<file path="src/rtl/tt_fu_pkg.sv">
package tt_fu_pkg;
  typedef enum logic [1:0] {
    FU_ADD  = 2'd0,
    FU_SUB  = 2'd1,
    FU_CMPEQ = 2'd2,
    FU_RSVD = 2'd3
  } fu_op_e;

  function automatic logic [63:0] fu_compute(input fu_op_e op,
                                             input logic [63:0] a,
                                             input logic [63:0] b,
                                             input int unsigned w);
    logic [63:0] mask;
    logic [63:0] r;
    mask = (w >= 64) ? '1 : ((64'd1 << w) - 64'd1);
    unique case (op)
      FU_SUB:   r = (a - b) & mask;
      FU_CMPEQ: r = ((a & mask) == (b & mask)) ? 64'd1 : 64'd0;
      default:  r = (a + b) & mask;
    endcase
    return r;
  endfunction
endpackage

</file>
<file path="src/rtl/tt_fu_latch.sv">
module tt_fu_latch
  import tt_fu_pkg::*;
#(
  parameter int WIDTH = 32
) (
  input  logic             clk,
  input  logic             rst_n,
  input  logic             opd_we,
  input  logic [WIDTH-1:0] opd_data,
  input  logic             trg_we,
  input  logic [1:0]       trg_sel,
  input  logic [WIDTH-1:0] trg_data,
  output logic             s1_fire,
  output fu_op_e           s1_op,
  output logic [WIDTH-1:0] s1_a,
  output logic [WIDTH-1:0] s1_b
);
  logic [WIDTH-1:0] opd_q;
  logic [WIDTH-1:0] opd_eff;

  // forward a same-cycle operand write into the triggered operation
  assign opd_eff = opd_we ? opd_data : opd_q;

  always_ff @(posedge clk or negedge rst_n) begin
    if (!rst_n) begin
      opd_q   <= '0;
      s1_fire <= 1'b0;
      s1_op   <= FU_ADD;
      s1_a    <= '0;
      s1_b    <= '0;
    end else begin
      if (opd_we) opd_q <= opd_data;
      s1_fire <= trg_we;
      if (trg_we) begin
        s1_op <= fu_op_e'(trg_sel);
        s1_a  <= opd_eff;
        s1_b  <= trg_data;
      end
    end
  end

  assert_opd_hold_R2: assert property (@(posedge clk) disable iff (!rst_n)
    !opd_we |=> opd_q == $past(opd_q));
  assert_fwd_R6: assert property (@(posedge clk) disable iff (!rst_n)
    (trg_we && opd_we) |=> s1_a == $past(opd_data));
endmodule

</file>
<file path="src/rtl/tt_fu_exec.sv">
module tt_fu_exec
  import tt_fu_pkg::*;
#(
  parameter int WIDTH = 32
) (
  input  logic             clk,
  input  logic             rst_n,
  input  logic             s1_fire,
  input  fu_op_e           s1_op,
  input  logic [WIDTH-1:0] s1_a,
  input  logic [WIDTH-1:0] s1_b,
  output logic             done,
  output logic [WIDTH-1:0] res_q,
  output logic             valid_q
);
  logic [63:0]      wide;
  logic [WIDTH-1:0] res_d;

  always_comb begin
    wide  = fu_compute(s1_op, 64'(s1_a), 64'(s1_b), WIDTH);
    res_d = wide[WIDTH-1:0];
  end

  assign done = s1_fire;

  always_ff @(posedge clk or negedge rst_n) begin
    if (!rst_n) begin
      res_q   <= '0;
      valid_q <= 1'b0;
    end else if (s1_fire) begin
      res_q   <= res_d;
      valid_q <= 1'b1;
    end
  end

  assert_res_hold_R7: assert property (@(posedge clk) disable iff (!rst_n)
    !done |=> $stable(res_q));
  assert_valid_sticky_R7: assert property (@(posedge clk) disable iff (!rst_n)
    valid_q |=> valid_q);
  assert_cmp_bit_R5: assert property (@(posedge clk) disable iff (!rst_n)
    (done && s1_op == FU_CMPEQ) |=> (res_q >> 1) == '0);
endmodule

</file>
<file path="src/rtl/tt_int_fu.sv">
module tt_int_fu
  import tt_fu_pkg::*;
#(
  parameter int WIDTH = 32
) (
  input  logic             clk,
  input  logic             rst_n,
  input  logic             opd_we,
  input  logic [WIDTH-1:0] opd_data,
  input  logic             trg_we,
  input  logic [1:0]       trg_sel,
  input  logic [WIDTH-1:0] trg_data,
  output logic [WIDTH-1:0] res_data,
  output logic             res_valid
);
  logic             s1_fire;
  fu_op_e           s1_op;
  logic [WIDTH-1:0] s1_a;
  logic [WIDTH-1:0] s1_b;
  logic             done;

  tt_fu_latch #(.WIDTH(WIDTH)) u_latch (
    .clk(clk), .rst_n(rst_n), .opd_we(opd_we), .opd_data(opd_data),
    .trg_we(trg_we), .trg_sel(trg_sel), .trg_data(trg_data),
    .s1_fire(s1_fire), .s1_op(s1_op), .s1_a(s1_a), .s1_b(s1_b));

  tt_fu_exec #(.WIDTH(WIDTH)) u_exec (
    .clk(clk), .rst_n(rst_n), .s1_fire(s1_fire), .s1_op(s1_op),
    .s1_a(s1_a), .s1_b(s1_b), .done(done), .res_q(res_data),
    .valid_q(res_valid));

  assert_latency_R3: assert property (@(posedge clk) disable iff (!rst_n)
    trg_we |=> done);
  assert_no_trig_R2: assert property (@(posedge clk) disable iff (!rst_n)
    (!trg_we && !s1_fire) |=> ##1 $stable(res_data));
  assert_reset_R1: assert property (@(posedge clk)
    !res_valid |-> res_data == '0);
endmodule

</file>
<file path="config.mk">
export PLATFORM = sky130hd
export DESIGN_NAME = tt_int_fu
export DESIGN_NICKNAME = d
export VERILOG_FILES = /design/src/rtl/tt_fu_pkg.sv /design/src/rtl/tt_fu_latch.sv /design/src/rtl/tt_fu_exec.sv /design/src/rtl/tt_int_fu.sv
export SDC_FILE = /design/constraint.sdc
export NUM_CORES = 1
export LEC_CHECK = 0
export BUFFER_PORTS_ARGS = -buffer_cell sky130_fd_sc_hd__buf_2
export CORE_MARGIN = 4
export CORE_UTILIZATION = 40
export DETAILED_ROUTE_END_ITERATION = 16
export PLACE_DENSITY = 0.6
export SLEW_MARGIN = 0
export SYNTH_ARGS = -nofsm -noshare
export SYNTH_HDL_FRONTEND = slang
export SYNTH_HIERARCHICAL = 1
export SYNTH_SLANG_ARGS = --single-unit
</file>
<file path="constraint.sdc">
create_clock -name clk -period 2.9 [get_ports clk]
set_input_delay 0.29 -clock clk [delete_from_list [all_inputs] [get_ports clk]]
set_output_delay 0.29 -clock clk [all_outputs]
set_load 0.01 [all_outputs]
</file>
==> summary.md <==
| Metric | Value |
|---|---|
| Overflow after GRT | 0 |
| Fraction of layout cells with a size suffix above 1 | 40.2% |
| Worst-path clk slew | 0.06 ns |
| Warnings, synthesis | 6 |
| Skew final | 0.00762 ns |
| Setup ws final | -0.207 ns |
| Final Cycle Share | 107% |
| Die width | 158 um |
| # setup viols final | 14 |
| Final hold viol count | 0 |
| Max transition margin | 41.9% |
| Worst Hold Class | input port to flip-flop |
| Initial DRC Count | 438 |
| VDD IR max | 0.370 mV |
| WP data arrival | 3.41 ns |
| Global placer's final weighted congestion | 0.967 |
| Design area | 11,700 um2 |
| RSZ-0062 raised after global routing | true |
| Comb pwr share | 45.3% |
| Root Driver | clkbuf_16 |
| Number of global-route vias before repair | 7,645 |
| Via count | 7,669 |
| Pre-Repair DR Iteration Count | 5 |
| MaxCap Viol Count | 0 |
| Fin cells | 1,406 |
| Failing checks | negative setup slack |
| Critical path origin | u_latch/s1_b[10] |
| Status | finished with violations |
| Critical Path End Type | flip-flop |
| Reg2reg end | u_exec/res_q[27] |
| Reg power frac | 29.0% |
| Clock power share | 25.7% |
| Internal Power | 5150 uW |
| Largest net degree at the start of global routing | 59 |
| Antenna violations before repair | 1 |
| Inst Count DP | 1,361 |
| Total CTS buffers | 17 |
| Hold path start | trg_data[17] |
| Post-Syn Nets | 1,040 |
| DRC viols | 0 |
| Total GRT Usage | 20.5% |
| Clock latency on the worst-skew pair | 0.42 ns |
| Minimum clock period | 3.11 ns |
| Post-Syn Area | 8990 um2 |
| Crit path to | u_exec/res_q[27] |
| Routed vias/inst | 5.45 |
| Die outline height | 158 um |
| Cells after Synth | 904 |
| Initial Util | 41.0% |
| Nets@finish | 1,250 |
| Power per standard cell area | 697 nW/um2 |
| Wire length per cell | 18.3 um |
| Std-Cell Rows | 54 |
| Reg2reg setup slack | -0.21 ns |
| First-pass GRT wire length | 40,800 um |
| Final core occ | 53.2% |
| Clock sinks | 132 |
| Routed Antenna Nets | 0 |
| NetSw | 3000 uW |
| Io pins | 103 |
| Critical path class | flip-flop to flip-flop |
| Htree depth | 4 |
| Max-slew violations | 0 |
| N_diodes | 0 |
| Switching share of total power | 36.8% |
| Final WL | 25,700 um |
| Syn Area/Cell | 9.95 um2 |
| FMAX | 0.322 GHz |
| WP data required | 3.20 ns |
| Core Area | 22,000 um2 |
| CTS tree | done |
| Synthesis-to-finish area growth | 29.9% |
| Most frequent cells in the layout | buf_4, dfrtp_1, buf_2 |
| Placed inst area | 10,600 um2 |
| Worst hold margin | 0.0975 ns |
| Worst-case reg-to-reg path depth | 15 |
| Max clock buf depth | 2 |
| LEAKAGE | 0.00547 uW |
| Buffers on Ports | 102 |
| Die area | 24,900 um2 |
| Worst slack, placed | -0.298 ns |
| HPWL after DPL | 18,500 um |
| Commonest non-fill, non-tap cell in the layout | buf_4 |
| Worst-Margin Slew | 0.871 ns |
| FF-to-FF Start | u_latch/s1_b[10] |
| Setup crit start kind | flip-flop |
| Crit Path Max Fanout | 3 |
## routing by layer
layer	GRT usage, %	share of wire, %
met5	0	0
met4	5.97	1.4
met3	3.77	5.9
met2	31.6	45
met1	29.6	48
## per-stage QoR
| stage | TNS, ns | power [uW] |
|---|---|---|
| after floorplan | -0.000574 | 4400 |
| after global placement | -1.54 | 5720 |
| after detailed placement | -2.21 | 5720 |
| after CTS | -0.591 | 7970 |
| after global routing | -3.61 | 8640 |
| final | -1.38 | 8140 |
## registers in the layout, indices dropped and copies added (netlist names)
name	cells
u_exec/res_q	32
u_latch/opd_q	32
u_latch/s1_a	32
u_latch/s1_b	32
u_latch/s1_op	2
u_exec/valid_q	1
u_latch/s1_fire	1
## power groups by stage
stage | Clock (uW) | Sequential [uW] | Combinational [uW]
4_1_cts | 2150 | 2360 | 3460
3_5_place_dp | 0 | 2390 | 3340
3_3_place_gp | 0 | 2380 | 3340
5_1_grt | 2220 | 2400 | 4020
6_report | 2090 | 2360 | 3690
2_1_floorplan | 0 | 2410 | 1980
## area by class of cell
type | instances | area (um2)
Fill cell | 1995 | 10300
Inverter | 75 | 282
Sequential cell | 132 | 3300
Clock buffer | 23 | 488
Timing Repair Buffer | 243 | 1640
Clock inverter | 8 | 76.3
Multi-Input combinational cell | 645 | 5550
Tap cell | 280 | 350
## worst min path at each step
| stage | slack (ns) | endpoint | depth (start not counted) |
|---|---|---|---|
| global route | 0.09 | u_latch/s1_b[28] | 2 |
| floorplan | -0.006 | u_exec/res_q[0] | 0 |
| CTS | 0.08 | u_latch/s1_b[17] | 2 |
| global placement | 0.28 | u_latch/opd_q[9] | 1 |
| detailed placement | 0.28 | u_latch/opd_q[9] | 1 |
| finish | 0.1 | u_latch/s1_b[17] | 2 |
## critical path: stages (launching register included)
cell	delay [ns]
dfrtp_1	0.39
inv_2	0.07
ha_4	0.20
or3_4	0.40
or4_4	0.44
a2111oi_4	0.19
buf_4	0.18
buf_4	0.12
buf_6	0.10
o41ai_4	0.06
a21oi_2	0.17
buf_4	0.13
nand4_1	0.09
mux2i_1	0.16
a2111oi_2	0.20
nor2_1	0.09
## what timing repair did
action / in CTS / in global routing
hold buffers: 1 / 0
hold endpoints to repair: 48 / 0
buffers inserted: 5 / 12
gates cloned: 0 / 0
gates resized for setup: 30 / 55
pin swaps: 13 / 21
setup endpoints to repair: 16 / 18
Power figures use the tool's default switching activity.
